## src/rtl/pgw_pkg.sv

```systemverilog
package pgw_pkg;

    typedef enum logic [3:0] {
        ST_SLEEP,
        ST_UP_WEAK,
        ST_UP_SEG,
        ST_UP_RESTORE,
        ST_UP_UNCLAMP,
        ST_ACTIVE,
        ST_DN_CLAMP,
        ST_DN_SAVE,
        ST_DN_OPEN,
        ST_DN_WEAK
    } pgw_state_e;

    typedef struct packed {
        logic precharge;
        logic turnon_req;
        logic clamp;
        logic save;
        logic restore;
        logic ready;
        logic asleep;
        logic full_bank;
        logic partial_bank;
    } pgw_ctl_t;

    function automatic logic awaiting_ack(pgw_state_e s);
        return (s == ST_UP_WEAK) || (s == ST_UP_SEG);
    endfunction

    function automatic pgw_ctl_t decode_state(pgw_state_e s);
        pgw_ctl_t c;
        c = '0;
        c.clamp = 1'b1;
        unique case (s)
            ST_SLEEP:      c.asleep = 1'b1;
            ST_UP_WEAK:    begin c.precharge = 1'b1; c.turnon_req = 1'b1; end
            ST_UP_SEG:     begin c.precharge = 1'b1; c.turnon_req = 1'b1; c.partial_bank = 1'b1; end
            ST_UP_RESTORE: begin c.precharge = 1'b1; c.full_bank = 1'b1; c.restore = 1'b1; end
            ST_UP_UNCLAMP: begin c.precharge = 1'b1; c.full_bank = 1'b1; c.clamp = 1'b0; end
            ST_ACTIVE:     begin c.precharge = 1'b1; c.full_bank = 1'b1; c.clamp = 1'b0; c.ready = 1'b1; end
            ST_DN_CLAMP:   begin c.precharge = 1'b1; c.full_bank = 1'b1; end
            ST_DN_SAVE:    begin c.precharge = 1'b1; c.full_bank = 1'b1; c.save = 1'b1; end
            ST_DN_OPEN:    begin c.precharge = 1'b1; c.partial_bank = 1'b1; end
            ST_DN_WEAK:    c.clamp = 1'b1;
            default:       c.asleep = 1'b1;
        endcase
        return c;
    endfunction

endpackage

```

## src/rtl/pgw_stage_timer.sv

```systemverilog
module pgw_stage_timer #(
    parameter int TMO_CYC = 16
) (
    input  logic clk,
    input  logic rst,
    input  logic waiting,
    input  logic advance,
    output logic expired
);
    localparam int TW = $clog2(TMO_CYC + 1);
    localparam logic [TW-1:0] LAST = TW'(TMO_CYC - 1);

    logic [TW-1:0] cnt_q;

    always_ff @(posedge clk) begin
        if (rst || !waiting || advance) begin
            cnt_q <= '0;
        end else if (cnt_q != LAST) begin
            cnt_q <= cnt_q + 1'b1;
        end
    end

    assign expired = waiting && !advance && (cnt_q == LAST);
endmodule

```

## src/rtl/pgw_idle_count.sv

```systemverilog
module pgw_idle_count #(
    parameter int IDLE_W = 8
) (
    input  logic              clk,
    input  logic              rst,
    input  logic              armed,
    input  logic              idle_hint,
    input  logic              cancel,
    input  logic [IDLE_W-1:0] limit,
    output logic              trigger
);
    logic [IDLE_W-1:0] cnt_q;
    logic              counting;

    assign counting = armed && idle_hint && !cancel;

    always_ff @(posedge clk) begin
        if (rst || !counting) begin
            cnt_q <= '0;
        end else if (cnt_q != {IDLE_W{1'b1}}) begin
            cnt_q <= cnt_q + 1'b1;
        end
    end

    assign trigger = counting && (limit != '0) && (cnt_q >= limit - 1'b1);
endmodule

```

## src/rtl/pgw_therm.sv

```systemverilog
module pgw_therm #(
    parameter int N  = 4,
    parameter int CW = 3
) (
    input  logic [CW-1:0] level,
    output logic [N-1:0]  bank
);
    for (genvar i = 0; i < N; i++) begin : g_seg
        assign bank[i] = (level > CW'(i));
    end
endmodule

```

## src/rtl/pgw_ctrl.sv

```systemverilog
module pgw_ctrl
    import pgw_pkg::*;
#(
    parameter int N       = 4,
    parameter int TMO_CYC = 16,
    parameter int IDLE_W  = 8
) (
    input  logic              clk,
    input  logic              rst,
    input  logic              wake_req,
    input  logic              sleep_req,
    input  logic              idle_hint,
    input  logic              auto_en,
    input  logic [IDLE_W-1:0] idle_limit,
    input  logic              precharge_ack,
    input  logic [N-1:0]      strong_ack,
    output logic              precharge_en,
    output logic [N-1:0]      strong_en,
    output logic              turnon_req,
    output logic              clamp_en,
    output logic              ret_save,
    output logic              ret_restore,
    output logic              ready,
    output logic              asleep,
    output logic              busy,
    output logic              fault
);
    localparam int CW = $clog2(N + 1);
    localparam logic [CW-1:0] NSEG = CW'(N);

    pgw_state_e  state_q, state_d;
    logic [CW-1:0] lvl_q, lvl_d;
    logic        fault_q, fault_d;
    logic        wake_pend_q, sleep_pend_q;
    logic        want_wake, want_sleep;
    logic        idle_trig, stage_ack, tmo, waiting;
    logic        seg_ack_sel;
    logic [CW-1:0] bank_level;
    pgw_ctl_t    ctl;

    always_comb begin
        seg_ack_sel = 1'b0;
        for (int i = 0; i < N; i++) begin
            if (lvl_q == CW'(i + 1)) seg_ack_sel = strong_ack[i];
        end
    end

    assign stage_ack  = (state_q == ST_UP_WEAK) ? precharge_ack :
                        (state_q == ST_UP_SEG)  ? seg_ack_sel : 1'b0;
    assign waiting    = awaiting_ack(state_q) && !fault_q;
    assign want_wake  = wake_pend_q || wake_req;
    assign want_sleep = sleep_pend_q || sleep_req || idle_trig;

    pgw_stage_timer #(.TMO_CYC(TMO_CYC)) u_timer (
        .clk     (clk),
        .rst     (rst),
        .waiting (waiting),
        .advance (stage_ack),
        .expired (tmo)
    );

    pgw_idle_count #(.IDLE_W(IDLE_W)) u_idle (
        .clk       (clk),
        .rst       (rst),
        .armed     (auto_en && (state_q == ST_ACTIVE)),
        .idle_hint (idle_hint),
        .cancel    (wake_req),
        .limit     (idle_limit),
        .trigger   (idle_trig)
    );

    always_comb begin
        state_d = state_q;
        lvl_d   = lvl_q;
        fault_d = fault_q;
        if (!fault_q) begin
            unique case (state_q)
                ST_SLEEP: if (want_wake) state_d = ST_UP_WEAK;
                ST_UP_WEAK: begin
                    if (stage_ack) begin
                        state_d = ST_UP_SEG;
                        lvl_d   = CW'(1);
                    end else if (tmo) begin
                        fault_d = 1'b1;
                    end
                end
                ST_UP_SEG: begin
                    if (stage_ack) begin
                        if (lvl_q == NSEG) state_d = ST_UP_RESTORE;
                        else               lvl_d   = lvl_q + 1'b1;
                    end else if (tmo) begin
                        fault_d = 1'b1;
                    end
                end
                ST_UP_RESTORE: state_d = ST_UP_UNCLAMP;
                ST_UP_UNCLAMP: state_d = ST_ACTIVE;
                ST_ACTIVE:     if (want_sleep) state_d = ST_DN_CLAMP;
                ST_DN_CLAMP:   state_d = ST_DN_SAVE;
                ST_DN_SAVE: begin
                    state_d = ST_DN_OPEN;
                    lvl_d   = NSEG;
                end
                ST_DN_OPEN: begin
                    lvl_d = lvl_q - 1'b1;
                    if (lvl_q == CW'(1)) state_d = ST_DN_WEAK;
                end
                ST_DN_WEAK:    state_d = ST_SLEEP;
                default:       state_d = ST_SLEEP;
            endcase
        end
    end

    always_ff @(posedge clk) begin
        if (rst) begin
            state_q      <= ST_SLEEP;
            lvl_q        <= '0;
            fault_q      <= 1'b0;
            wake_pend_q  <= 1'b0;
            sleep_pend_q <= 1'b0;
        end else begin
            state_q      <= state_d;
            lvl_q        <= lvl_d;
            fault_q      <= fault_d;
            wake_pend_q  <= want_wake && (state_q != ST_SLEEP) && (state_q != ST_ACTIVE);
            sleep_pend_q <= (sleep_pend_q || sleep_req) &&
                            (state_q != ST_SLEEP) && (state_q != ST_ACTIVE);
        end
    end

    assign ctl        = decode_state(state_q);
    assign bank_level = ctl.full_bank ? NSEG : (ctl.partial_bank ? lvl_q : '0);

    pgw_therm #(.N(N), .CW(CW)) u_therm (
        .level (bank_level),
        .bank  (strong_en)
    );

    assign precharge_en = ctl.precharge;
    assign turnon_req   = ctl.turnon_req;
    assign clamp_en     = ctl.clamp;
    assign ret_save     = ctl.save;
    assign ret_restore  = ctl.restore;
    assign ready        = ctl.ready;
    assign asleep       = ctl.asleep;
    assign busy         = !ctl.ready && !ctl.asleep;
    assign fault        = fault_q;
endmodule

```

## config.mk

```make
export PLATFORM = sky130hd
export DESIGN_NAME = pgw_ctrl
export DESIGN_NICKNAME = d
export VERILOG_FILES = /design/src/rtl/pgw_pkg.sv /design/src/rtl/pgw_stage_timer.sv /design/src/rtl/pgw_idle_count.sv /design/src/rtl/pgw_therm.sv /design/src/rtl/pgw_ctrl.sv
export SDC_FILE = /design/constraint.sdc
export NUM_CORES = 1
export LEC_CHECK = 0
export BUFFER_PORTS_ARGS = -buffer_cell sky130_fd_sc_hd__buf_2
export CAP_MARGIN = 20
export CORE_MARGIN = 2
export CORE_UTILIZATION = 45
export DETAILED_ROUTE_END_ITERATION = 16
export PLACE_DENSITY_LB_ADDON = 0.3
export SLEW_MARGIN = 20
export SYNTH_ARGS = -nofsm -noshare
export SYNTH_HDL_FRONTEND = slang
export SYNTH_SLANG_ARGS = --single-unit
```

## constraint.sdc

```tcl
create_clock -name clk -period 3 [get_ports clk]
set_clock_uncertainty 0.05 [all_clocks]
set_input_delay 0.3 -clock clk [delete_from_list [all_inputs] [get_ports clk]]
set_output_delay 0.3 -clock clk [all_outputs]
set_load 0.005 [all_outputs]
```

==> Word level (Yosys, flattened, before mapping) <==
Index checks and enable logic that the tools add are counted.
{ "word_totals": {"ff_bits": 23, "latch_bits": 0, "ramBits": 0, "mem_bits_ro": 0, "inputBits": 19, "out_inout_bits": 13, "word_cells": 112, "n_memories": 0} }
{ "op_classes": {"add_sub_neg": 5, "mul": 0, "div_mod_pow": 0, "order_cmp": 5, "n_eq_ne": 24, "shift": 0, "n_mux": 32, "n_bitwise": 1, "reduce_logical": 38} }
{ "ops": {"columns": ["operator", "n"], "rows": [
  ["$pmux W4 S9", 1],
  ["$mux W4", 6],
  ["$mux W1", 19],
  ["$eq A4 B3 Y1 const B", 4],
  ["$mux W3", 5],
  ["$logic_and A1 B1 Y1", 13],
  ["$pmux W3 S4", 1],
  ["$reduce_or A9 Y1", 1],
  ["$add A8 B1 Y8 const B", 1],
  ["$eq A4 B2 Y1 const B", 2],
  ["$eq A4 B4 Y1 const B", 2],
  ["$ge A8 B8 Y1", 1],
  ["$ne A2 B2 Y1 const B", 4],
  ["$ne A8 B8 Y1 const B", 1],
  ["$reduce_bool A4 Y1", 2],
  ["$reduce_bool A8 Y1", 1],
  ["$reduce_or A8 Y1", 1],
  ["$sub A8 B1 Y8 const B", 1],
  ["$logic_or A1 B1 Y1", 7],
  ["$reduce_and A7 Y1", 1],
  ["$eq A3 B2 Y1 const B", 2],
  ["$gt A3 B1 Y1 const B", 2],
  ["$gt A3 B2 Y1 const B", 2],
  ["$logic_not A1 Y1", 6],
  ["15 further kinds", 19]
]} }

==> Longest topological paths before layout <==
Gate-level depths: netlist of the first run.
{ "depth": {"ltp_word": 14, "mapped_depth": 11, "depth_no_buf": 11} }

==> By module <==
From an unflattened synthesis of the first run, not the netlist that was laid out.
{ "unflattened": {"hier_cells": 230, "area_unflattened_um2": 1879.3} }
{ "modules_own_cells": {"columns": ["module", "instances", "cells_per_inst", "area_each_um2", "seq_area_each_um2"], "rows": [
  ["pgw_ctrl", 1, 119, 918.4, 200.2],
  ["pgw_idle_count", 1, 82, 674.4, 160.2],
  ["pgw_stage_timer", 1, 25, 261.5, 100.1],
  ["pgw_therm", 1, 4, 25.0, 0.0]
]} }

==> Worst setup path before layout of the first run <==
OpenSTA, ideal clock, no wires.
{ "synth_path": {"kind": "reg-to-reg", "startpoint": "reg lvl_q[0]", "endpoint": "reg state_q[1]", "setup_time_ns": 0.070, "arrival_ns": 2.253, "required_time_ns": 2.880, "path_slack_ns": 0.627, "path_stages_with_launch": 9, "n_path_buf": 0, "synth_period_minus_slack_ns": 2.373, "path_cell_list": "dfxtp_1 > inv_1 > ha_1 > nand2b_1 > a21oi_1 > a21oi_2 > or4_4 > or4_1 > a21oi_1"} }
{ "synth_between": {"elab_chain_len": 9, "word_cells_on_any_way": 15, "classes_between": "eq/ne (8); mux (6); reduce/logical (1)"} }
{ "synth_rtl": {"columns": ["item", "line_no", "text"], "rows": [
  ["from (decl)", "pgw_ctrl.sv:32", "logic [CW-1:0] lvl_q, lvl_d;"],
  ["from (signal assigned)", "pgw_ctrl.sv:122", "lvl_q <= lvl_d;"],
  ["$eq A3 B1 Y1", "pgw_ctrl.sv:44, pgw_ctrl.sv:105", null],
  ["$mux W1 (4 in a row)", "pgw_ctrl.sv:44", "if (lvl_q == CW'(i + 1)) seg_ack_sel = strong_ack[i];"],
  ["$mux W1", "pgw_ctrl.sv:49", "(state_q == ST_UP_SEG) ? seg_ack_sel : 1'b0;"],
  ["$mux W1", "pgw_ctrl.sv:48", "assign stage_ack = (state_q == ST_UP_WEAK) ? precharge_ack :"],
  ["$ne A2 B1 Y1 (no source line)", null, null],
  ["$reduce_and A7 Y1 (no source line) *", null, null],
  ["to (signal assigned)", "pgw_ctrl.sv:121", "state_q <= state_d;"],
  ["to (decl)", "pgw_ctrl.sv:31", "pgw_state_e state_q, state_d;"]
]} }
Every way passes the cells marked *; elsewhere a longest branch is shown, timed or not.
A chain may end at the register's enable or synchronous reset.

==> Final worst setup path of the first run <==
Ends and elaborated chain as after synthesis.

==> results of run 1 <==
## kinds of logic (layout without fill, tap and decap cells)
group	after synthesis	after routing	synth area share
simple gates	90	90	0.275
compound gates	52	52	0.191
flops	23	23	0.262
fa+ha+maj	19	19	0.135
buf+inv	19	47	0.0448
xor+xnor	15	15	0.0747
mux	3	3	0.0178
## through the flow
| stage | instances | power [mW] | cell area [um2] |
|---|---|---|---|
| after detailed placement | 293 | 1.02 | 1940 |
| final | 297 | 1.21 | 1990 |
| after CTS | 297 | 1.22 | 1990 |
| after global routing | 297 | 1.33 | 1990 |
| after global placement | 293 | 1.01 | 1940 |
| after floorplan | 221 | 0.861 | 1760 |
## power by group
group	internal [mW]	leakage (nW)	total, mW	switching (mW)
logic	0.278	0.617	0.581	0.303
registers	0.347	0.187	0.431	0.0848
clock network	0.0938	0.0217	0.199	0.105
## registers in the layout, summed over array words and instances, names as in the netlist
register       cells
wake_pend_q        1
sleep_pend_q       1
state_q            4
fault              1
u_idle.cnt_q       8
lvl_q              3
u_timer.cnt_q      5
## cell usage in the layout, fill, tap and decap left out, types with 2 or more instances in the layout
cell type | Yosys | routed
nor3b_1 | 3 | 3
a21o_1 | 2 | 2
o21ai_0 | 9 | 9
nand3_1 | 2 | 2
nand3b_1 | 3 | 3
nand4_1 | 4 | 4
a211oi_1 | 4 | 4
inv_1 | 11 | 11
o31ai_1 | 5 | 5
nor4_1 | 3 | 3
xnor2_1 | 7 | 7
a21oi_1 | 19 | 19
nor2_1 | 29 | 29
nor2b_1 | 5 | 5
and3_1 | 3 | 3
dfxtp_1 | 23 | 23
mux2i_1 | 2 | 2
nand4b_1 | 2 | 2
nand2b_1 | 3 | 3
nor3_1 | 10 | 10
buf_2 | 3 | 31
nand2_1 | 16 | 16
ha_1 | 19 | 19
clkbuf_8 | 0 | 3
xor2_1 | 8 | 8
## metal layers
layer / GRT usage / vias up / share of wire
met5: 0 / - / 0
met4: 0.0459 / 0 / 0.0072
met3: 0.0118 / 2 / 0.031
met2: 0.304 / 33 / 0.46
met1: 0.253 / 716 / 0.50
li1: - / 844 / -
## area by class of cell
cell class	count	area [um2]	area share
multi-input combinational	179	1220	0.612
sequential	23	460	0.231
timing repair buffer	32	163	0.0816
tap	48	60.1	0.0301
clock buffer	3	41.3	0.0207
inverter	11	41.3	0.0207
clock inverter	1	7.51	0.00377
## worst max-delay path, cell delays in order (launching register included)
cell      delay (ns)
dfxtp_1         0.46
inv_1           0.12
ha_1            0.26
nand2b_1        0.15
a21oi_1         0.22
a21oi_2         0.12
or4_4           0.54
or4_1           0.48
a21oi_1         0.13
## worst max-delay path by stage
stage                          startpoint                      end  slack (ns)  cells after the start
CTS                 lvl_q[0]$_SDFFE_PP0P_  state_q[1]$_SDFFE_PP0P_        0.39                      8
floorplan           lvl_q[0]$_SDFFE_PP0P_  state_q[1]$_SDFFE_PP0P_        0.63                      8
finish              lvl_q[0]$_SDFFE_PP0P_  state_q[1]$_SDFFE_PP0P_        0.40                      8
global route        lvl_q[0]$_SDFFE_PP0P_  state_q[1]$_SDFFE_PP0P_        0.18                      8
detailed placement          idle_limit[3]  state_q[1]$_SDFFE_PP0P_        0.32                     11
global placement            idle_limit[3]  state_q[3]$_SDFFE_PP0P_        0.35                     11
==> impl.org, run 1 <==
** Status
- Run status :: completed

** Clocking
- Clk root buf :: clkbuf_8
- Clock insertion delay at the later pin of the skew report :: 0.26 ns
- TritonCTS built the clock tree.
- CTS Sinks :: 23
- Hold buffer count at CTS :: 0
- Buffers inserted during clock tree synthesis total 3.
- Clock-pin slew was measured on the worst setup and hold paths at approximately 0.09 ns.
- Post-CTS timing repair inserted 0 buffers for setup.
- Number of resized instances in the post-cts repair step :: 0
- The clock passes through at most 2 buffers.
- In this run the number of H-tree levels came out at 1.

** Critical path
- The worst setup path is captured at a flip-flop.
- STA classifies the critical path startpoint as a flip-flop.
- Along the worst path, the maximum fanout reaches 7.
- Worst EP arrival :: 2.75 ns
- Measured in cells, the most critical reg-to-reg path has a length of 8.
- In this run the critical register-to-register path is launched from lvl_q[0]$_SDFFE_PP0P_.
- Critical Path RT :: between 3 and 4 ns
- The endpoint identified for the worst register-to-register timing path is state_q[1]$_SDFFE_PP0P_.
- Critical path type :: reg -> reg
- Slack of the worst reg-to-reg path :: between 0.3 and 0.4 ns

** Cells and area
- Fraction of the core area covered by cells at the end of the flow :: 0.536
- Number of nets in the finished design :: approximately 290
- In the final layout, the share of cells above drive strength 1 is 0.173.
- Counting the fill cells in the layout gives between 300 and 400.
- Number of antenna diodes :: 0
- P&R area growth vs syn :: 13.3%

** Timing
- Actual slew at the worst max-slew pin :: 0.671 ns
- Final-report setup violation count :: 0
- Dividing the final minimum period by the clock period gives 0.868.
- Based on the critical path, the design can be clocked at up to 0.384 GHz.
- Shortest clock period the worst path allows after layout :: 2.60 ns
- Hold violation count in the final report :: 0
- Headroom to the max-slew limit came out at 0.548.
- Slew Viols, Final :: 0
- In the post-route analysis, the smallest setup slack over all paths is 0.396 ns.
- Hold is met by between 0.3 and 0.4 ns.
- Unrepaired setup endpoints after global routing :: no
- Final sum of negative setup slack :: 0 ns

** Logic synthesis
- Most instantiated library cell after synthesis :: nor2_1
- The number of nets handed over by synthesis was around 260.
- After synthesis, the cell types taking the most area are dfxtp_1 26%, ha_1 14%, nor2_1 6.2%.
- In this run the mean area of a mapped cell was roughly 8 um2.
- The mapped netlist covers about 0.0018 mm2.
- Synth async-reset ratio :: 0
- Number of instances in the synthesized netlist :: about 220
- Count of warnings emitted by yosys :: 0
- Most frequent cells after synthesis :: 29 x nor2_1, 23 x dfxtp_1, 19 x a21oi_1, 19 x ha_1, 16 x nand2_1
- Of the post-synthesis cell area, the dominant cell type holds 0.262.
- The synthesized design spends more area on one cell type than any other, namely dfxtp_1.
- #FFs+latches synth :: 23
- For this run, the register share of the synthesized area comes to 0.262.
- Counting distinct cell types in the post-synthesis netlist gives 47.
- Number of flops mapped to enable cells by yosys :: 0
- The most used flip-flop cell after synthesis is dfxtp_1.

** GRT
- Largest net degree at the start of global routing :: 16
- Total Routing Usage GR :: 0.182
- Vias in the first global route :: between 1,000 and 1,500
- The initial antenna violation count came to 0.
- The first global-routing pass estimated 6.35 mm of wire.
- Leftover overflow at the end of global routing :: 0

** Routing
- Number of remaining DRC errors :: 0
- Number of DRC markers in iteration 0 :: 58
- In this run the remaining antenna-violating nets after routing total 0.
- Via count :: around 1,600
- Dividing the detail-routed via count by the number of cells gives between 5 and 6.
- Routed wire length per instance :: around 13 um
- For this run, the detailed router's first-pass iteration total came to 4.
- The final layout contains routed wiring with a total length of 3.77 mm.

** Die
- The initial utilization of the core area, before any placement, comes to 0.473.
- Core Region :: between 0.003 and 0.004 mm2
- Die Outline Area :: around 0.0044 mm2
- Count of pins on the block boundary :: 32
- The initialized floorplan defines 22 standard-cell rows.
- The floorplan step set the die height to approximately 67 um.
- In this run the horizontal extent of the chip is roughly 67 um.

** Place
- Pre-CTS worst setup slack :: around 0.32 ns
- Detailed placement HPWL :: approximately 3.0 mm
- During placement, the flow inserted port buffers numbering 31.
- Weighted congestion reported at the end of routability-driven placement :: ~0.80

** Job
- Across the run, the number of max-cap violations was 0.

** Pwr
- Peak supply drop :: about 0.25 mV
- Power density over the cells :: 608 mW/mm2
- Leakage dissipation :: 0.825 nW

** Min path
- Along the worst hold path, the cell count comes to 3.
- The worst hold path belongs to the class in -> reg.
- For hold timing, the worst endpoint is wake_pend_q$_SDFF_PP0_.
- Worst Hold Launch :: wake_req
(Power assumes the default switching activity.)
==> run 2: changes to the inputs <==
--- a/config.mk
+++ b/config.mk
@@ -10,7 +10,7 @@
 export CORE_MARGIN = 2
 export CORE_UTILIZATION = 45
 export DETAILED_ROUTE_END_ITERATION = 16
-export PLACE_DENSITY_LB_ADDON = 0.3
+export PLACE_DENSITY = 0.67
 export SLEW_MARGIN = 20
 export SYNTH_ARGS = -nofsm -noshare
 export SYNTH_HDL_FRONTEND = slang
==> constraint.sdc (replaced) <==
create_clock -name clk -period 3.36 [get_ports clk]
set_clock_uncertainty 0.05 [all_clocks]
set_input_delay 0.336 -clock clk [delete_from_list [all_inputs] [get_ports clk]]
set_output_delay 0.336 -clock clk [all_outputs]
set_load 0.005 [all_outputs]
==> impl.org, run 2 (same netlist as run 1, synthesis figures left out) <==
** Critical path
- The worst setup path is of the reg -> reg kind.
- Kind of end point of the critical path :: flip-flop
- Together, buffers and inverters on the worst path number 1.
- Counting cells, the worst reg-to-reg path comes to 8.
- Slack of the worst reg-to-reg path :: approximately 0.80 ns
- Critical path, cell by cell :: inv_1 -> ha_1 -> nand2b_1 -> a21oi_1 -> a21oi_2 -> or4_4 -> or4_1 -> a21oi_1
- STA puts the critical path data required time at 3.52 ns.
- By instance count, the cell type seen most on the critical path is a21oi_1.
- In this design, the stage delay of the slowest critical-path cell is 0.54 ns.
- Startpoint type of the worst setup path :: flip-flop
- Among all stages on the critical path, the largest delay is contributed by or4_4.
- Worst Path Max Fanout :: 7
- Counting buffers and inverters, the worst setup path is 8 cells deep.
- The critical path starts at lvl_q[0]$_SDFFE_PP0P_.
- Beginning of the worst register-to-register path :: lvl_q[0]$_SDFFE_PP0P_
- Worst EP arrival :: between 2 and 3 ns
- Delay-heaviest family, CP :: simple AND/OR/NAND/NOR gates

** Routing
- Topmost layer with routed signal wires :: met4
- The first routing iteration left 85 violations.
- For this block, the routed nets add up to between 3 and 4 mm of wire.
- Met2 wire length :: ~1.6 mm
- M1 wire length :: roughly 1.9 mm
- After detailed routing, the number of remaining DRC violations is 0.
- Dividing the detail-routed wire length by the instance count gives between 10 and 15 um.
- Average via count per standard cell :: around 5.4
- Routed wire length on met3 :: about 140 um
- Via count :: between 1,500 and 2,000
- Number of search-and-repair iterations in the first detailed-routing pass :: 4
- Number of routed nets with antenna violations :: 0

** Timing
- Setup violations remaining at the end of the flow were counted as 0.
- Hold violation count in the final report :: 0
- Adding up every negative setup slack in the final design gives 0 ns.
- Setup WS post-layout :: approximately 0.80 ns
- Shortest clock period the worst path allows after layout :: 2.56 ns
- Worst slew margin relative to its limit :: 0.557
- In the finished design, the share of the clock period the worst path needs comes to 0.761.
- Based on the critical path, the design can be clocked at up to about 0.39 GHz.
- Unrepaired setup endpoints after global routing :: no
- WHS :: 0.345 ns
- Slew Viols, Final :: 0
- At the pin with the least slew margin, the transition time is between 0.6 and 0.7 ns.

** Min path
- The path class of the tightest hold or removal check is in -> reg.
- Cell depth of the worst min-delay path :: 3
- Worst Hold Launch :: wake_req

** Clocking
- Hold buffer count at CTS :: 0
- The number of clock buffers added by TritonCTS is 3.
- Clk root buf :: clkbuf_8
- The tree built by TritonCTS fans out to 23 sinks.
- Reg clk slew, reported paths :: 0.10 ns
- CTS built an H-tree with a depth of 1.
- CTS tree :: built
- The clock reaches the later pin of the worst-skew pair after 0.27 ns.
- Post-CTS repair timing setup buffer count :: 0
- The number of gates resized after CTS was 0.
- Maximum root-to-sink buffer count :: 2

** GRT
- Entering global routing, the biggest net connects 20 pins.
- The first global-routing pass estimated about 6.7 mm of wire.
- Vias in the first global route :: between 1,000 and 1,500
- Leftover overflow at the end of global routing :: 0
- The initial antenna violation count is 0.
- In the global route stage, overall resource usage came out at 0.194.

** Cells and area
- Number of antenna diodes :: 0
- Most flop-heavy register :: u_idle.cnt_q
- Summing all multi-input logic gate instances after layout gives between 0.001 and 0.0015 mm2.
- Summing all flip-flop and latch instances after layout gives 460 um2.
- The register with the most flip-flops in the layout has 8 of them.
- Filler instances :: 391
- The library cell used most frequently in the layout, excluding fill and tap cells, is buf_2.
- The top cell types in the final layout, fill and taps aside, are 31 x buf_2, 29 x nor2_1, 23 x dfxtp_1.
- The area growth from synthesis to layout is 13.3%.
- In the final layout, the registers with the most flip-flops are u_idle.cnt_q: 8 flops, u_timer.cnt_q: 5 flops, state_q: 4 flops.
- Number of nets in the finished design :: 288
- After routing the design area is 0.00199 mm2.
- Of the cells placed in the final design, the portion with a size suffix greater than 1 is 0.173.

** Die
- The die is around 67 um wide.
- Die Y-Extent :: between 60 and 70 um
- After floorplanning, the core was sized to cover about 0.0037 mm2.
- For this configuration, the core starts out at a cell density of 0.473.
- Die Outline Area :: between 0.004 and 0.005 mm2
- Num rows :: 22
- Count of pins on the block boundary :: 32

** Pwr
- IR analysis of the VDD net gives a maximum drop of ~0.27 mV.
- In this run the power density over the cells is 547 mW/mm2.
- The completed layout was analyzed and its total power is roughly 1.1 mW.
- Leakage dissipation :: a little over 0.8 nW

** Place
- Placed instance area :: approximately 0.002 mm2
- Pre-CTS worst setup slack :: between 0.6 and 0.7 ns
- Detailed placement HPWL :: 2.89 mm
- The count of buffers added on input and output ports is 31.
- At the end of routability-driven placement, the weighted congestion stood at 0.818.

** Status
- Run status :: completed

** Job
- The tool flagged a number of max-cap violations equal to 0.
run 2: layer usage:
metal | global-route usage | vias up
met4 | 0.0791 | 0
met2 | 0.305 | 41
met5 | 0 | -
li1 | - | 850
met1 | 0.271 | 709
met3 | 0.0203 | 4
run 2: cell type report:
class | count | area share
clock inverter | 1 | 0.00377
multi-input combinational | 179 | 0.612
timing repair buffer | 32 | 0.0816
inverter | 11 | 0.0207
tap | 48 | 0.0301
sequential | 23 | 0.231
clock buffer | 3 | 0.0207
run 2: tightest hold or removal path, stage by stage:
cell	delay (ns)
buf_2	0.13
nor2_1	0.10
a211oi_1	0.06
run 2: worst paths after layout:
path	end
hold reg to reg	u_timer.cnt_q[4]$_SDFFE_PP0P_
setup / recovery	state_q[1]$_SDFFE_PP0P_
setup reg to reg	state_q[1]$_SDFFE_PP0P_
hold / removal	wake_pend_q$_SDFF_PP0_
run 2: report_power, final:
group | internal (mW) | total [mW] | switching (mW)
clock | 0.0840 | 0.184 | 0.0999
sequential | 0.309 | 0.378 | 0.0685
combinational | 0.249 | 0.529 | 0.279
total | 0.643 | 1.09 | 0.448
run 2: metrics by stage:
stage,util,cells
6_report,0.536,297
5_1_grt,0.536,297
4_1_cts,0.536,297
3_3_place_gp,0.523,293
2_1_floorplan,-,221
3_5_place_dp,0.523,293
==> run 3: changes to the inputs <==
==> constraint.sdc (replaced) <==
create_clock -name clk -period 2.4 [get_ports clk]
set_clock_uncertainty 0.05 [all_clocks]
set_input_delay 0.24 -clock clk [delete_from_list [all_inputs] [get_ports clk]]
set_output_delay 0.24 -clock clk [all_outputs]
set_load 0.005 [all_outputs]
==> impl.org, run 3 (same netlist as run 1, synthesis figures left out) <==
** Routing
- For this run, the detailed router's first-pass iteration total came to 4.
- In the routed design, unresolved DRC markers number 0.
- The routed design has slightly above 4 mm of wire.
- Dividing the detail-routed wire length by the instance count gives 12.5 um.
- Across all layers, the routed design uses approximately 1,700 vias.
- In the routed layout, each cell is associated on average with a via count of 5.37.
- The detail route stage leaves a number of antenna-violating nets equal to 0.
- Number of DRC markers in iteration 0 :: 77

** Critical path
- The endpoint identified for the worst register-to-register timing path is state_q[1]$_SDFFE_PP0P_.
- For this run, the slowest stage of the critical path takes approximately 0.53 ns.
- Slack of the worst reg-to-reg path :: 0.08 ns
- Of all nets on the critical path, the largest fanout is 4.
- The worst setup path is captured at a flip-flop.
- The critical path is of the reg -> reg type.
- Data on the critical path is required at its endpoint by ~2.6 ns.
- Worst EP arrival :: 2.48 ns
- Slowest cell on the critical path :: or4_1
- STA classifies the critical path startpoint as a flip-flop.
- The worst register-to-register path has a depth of 8.
- The worst register-to-register path begins at lvl_q[0]$_SDFFE_PP0P_.
- Critical path, cell by cell :: ha_4 -> ha_4 -> nor2b_1 -> a21oi_2 -> a21oi_2 -> or4_4 -> or4_1 -> a21oi_1

** Job
- The tool flagged a number of max-cap violations equal to 0.

** Cells and area
- Top library cells by usage in the layout, fill and taps aside :: 31 x buf_2, 29 x nor2_1, 26 x buf_4
- Most common library cell in the layout ignoring fill and taps :: buf_2
- Final non-filler cell total :: 322
- The area growth from synthesis to layout is 27.4%.
- In the final layout, the registers with the most flip-flops are u_idle.cnt_q: 8 flops, u_timer.cnt_q: 5 flops, state_q: 4 flops.
- In the final design database the tool counted 313 nets.
- Fin area :: 0.00224 mm2
- Number of antenna diodes :: 0
- Layout cell share with drive strength beyond 1 :: 0.292
- After filler insertion, the fill cell instance count of the layout stands at 360.
- u_idle.cnt_q holds more flip-flops than any other register.
- Largest register FFs :: 8

** GRT
- The first global-routing pass estimated about 6.6 mm of wire.
- For met2 alone, demand over resource in global routing was 0.286.
- The initial antenna violation count was 0.
- For this run, the total global-route usage over all layers was measured as 0.191.
- Met3 Resource Use GR :: 0.0152
- Vias in the first global route :: 1,498
- Met1 layer usage reported by global route :: 0.282
- After global routing the overflow that remains totals 0.
- Entering global routing, the biggest net connects 15 pins.
- met2 is the most crowded layer.

** Min path
- The tightest min-delay check is of the in -> reg type.
- The worst hold path was traced through 3 stages.
- Worst Hold Launch :: wake_req
- Worst hold endpoint :: wake_pend_q$_SDFF_PP0_

** Clocking
- The number of clock buffers added by TritonCTS is 3.
- CTS Sinks :: 23
- At the later pin of the worst-skew pair, clock insertion delay measures 0.27 ns.
- Maximum level of the CTS H-tree :: 1
- After clock tree synthesis, the clock-pin slew on the worst setup and hold paths is about 0.09 ns.
- Hold repair after CTS inserted 0 buffers.
- TritonCTS built the clock tree.
- Maximum root-to-sink buffer count :: 2
- The root buffer cell chosen for the clock tree is clkbuf_8.

** Place
- The congestion estimate from routability-driven global placement came to around 0.86.
- During placement, the flow inserted port buffers numbering 31.
- Once placement finished, the instance area stood at 0.00212 mm2.
- Cell count after placement :: between 300 and 400
- Detailed placement HPWL :: ~3 mm

** Pwr
- Summed over all cells, the static leakage comes to about 0.95 nW.
- Sequential group share of total power :: 0.299
- Switching power share of the total :: 0.392
- Dividing total power by cell area gives a power density of about 770 mW/mm2.
- Combinational share of power :: 0.554
- Across the VDD grid, the largest voltage drop is just over 0.4 mV.
- Portion of total power attributed to the clock network :: 0.147
- Tot Pwr :: 1.73 mW
- For this design the total switching power over the nets is approximately 0.68 mW.
- The internal power of the cells totals approximately 1.1 mW.

** Die
- Initial core utilization :: 0.473
- During I/O placement, the number of pins put on the boundary was 32.
- Chip width :: around 67 um
- Core Region :: 0.00372 mm2
- Die Y-Extent :: between 60 and 70 um
- The floorplan step defined a die boundary enclosing roughly 0.0044 mm2.
- The floorplan has 22 rows.

** Timing
- Timing would allow up to ~0.43 GHz.
- Actual slew at the worst max-slew pin :: 0.640 ns
- Setup violations remaining at the end of the flow were counted as 0.
- Post-route clock period utilization :: 0.966
- Slew Viols, Final :: 0
- The hold violation count in the final report was 0.
- Worst slew margin relative to its limit :: 0.569
- Shortest clock period the worst path allows after layout :: between 2 and 2.5 ns

** Status
- The flow ran to the end, and the final reports show no timing, DRC or antenna violations.
[run 3: cell count changes in the layout (fill, tap and decap cells not counted), sizes merged]
cell	before	now
buf	32	57
[run 3: layout make-up]
class	count	area, um2	share of cell area
inverter	11	41.3	0.0184
clock inverter	1	7.51	0.00335
sequential	23	468	0.209
multi-input combinational	179	1270	0.568
timing repair buffer	57	350	0.156
clock buffer	3	41.3	0.0184
tap	48	60.1	0.0268
[run 3: power groups by stage]
stage | sequential (mW) | combinational (mW) | clock [mW]
2_1_floorplan | 0.487 | 0.589 | 0
3_3_place_gp | 0.511 | 0.908 | 0
3_5_place_dp | 0.512 | 0.912 | 0
4_1_cts | 0.505 | 0.923 | 0.262
5_1_grt | 0.528 | 1.07 | 0.281
6_report | 0.518 | 0.960 | 0.255
[run 3: metal layers]
layer,share of wire,vias to the layer above
met1,0.49,785
li1,-,897
met5,0,-
met3,0.037,6
met4,0.018,0
met2,0.46,40
[run 3: metrics by stage]
| stage | hold slack (ns) | setup TNS, ns | worst slack (ns) | utilization |
|---|---|---|---|---|
| floorplan | 0.358 | 0 | 0.0266 | - |
| global placement | 0.419 | -0.866 | -0.254 | 0.570 |
| detailed placement | 0.431 | -0.974 | -0.285 | 0.570 |
| CTS | 0.245 | 0 | 0.00703 | 0.584 |
| global route | 0.268 | -0.0431 | -0.0302 | 0.603 |
| finish | 0.244 | 0 | 0.0821 | 0.603 |
[run 3: worst max path at each step]
stage                           from                      end  slack [ns]  cells past startpoint
5_1_grt                idle_limit[2]  state_q[3]$_SDFFE_PP0P_       -0.03                     11
3_5_place_dp           idle_limit[3]  state_q[3]$_SDFFE_PP0P_       -0.28                     11
4_1_cts                idle_limit[3]  state_q[3]$_SDFFE_PP0P_       0.007                     11
3_3_place_gp           idle_limit[3]  state_q[3]$_SDFFE_PP0P_       -0.25                     11
2_1_floorplan  lvl_q[0]$_SDFFE_PP0P_  state_q[1]$_SDFFE_PP0P_        0.03                      8
6_report       lvl_q[0]$_SDFFE_PP0P_  state_q[1]$_SDFFE_PP0P_        0.08                      8
[run 3: what timing repair did]
action,in CTS,in global routing
pin swaps,0,6
resized for setup,2,15
setup endpoints to repair,1,4
setup buffers,0,2
[run 3: worst max-delay path, delay by kind of cell (launching register included)]
| family | cells | cell delay, ns |
|---|---|---|
| adder cells (fa/ha/maj) | 2 | 0.31 |
| AO/OA/AOI/OAI | 3 | 0.37 |
| AND/OR/NAND/NOR | 3 | 1.15 |
| flip-flops | 1 | 0.37 |
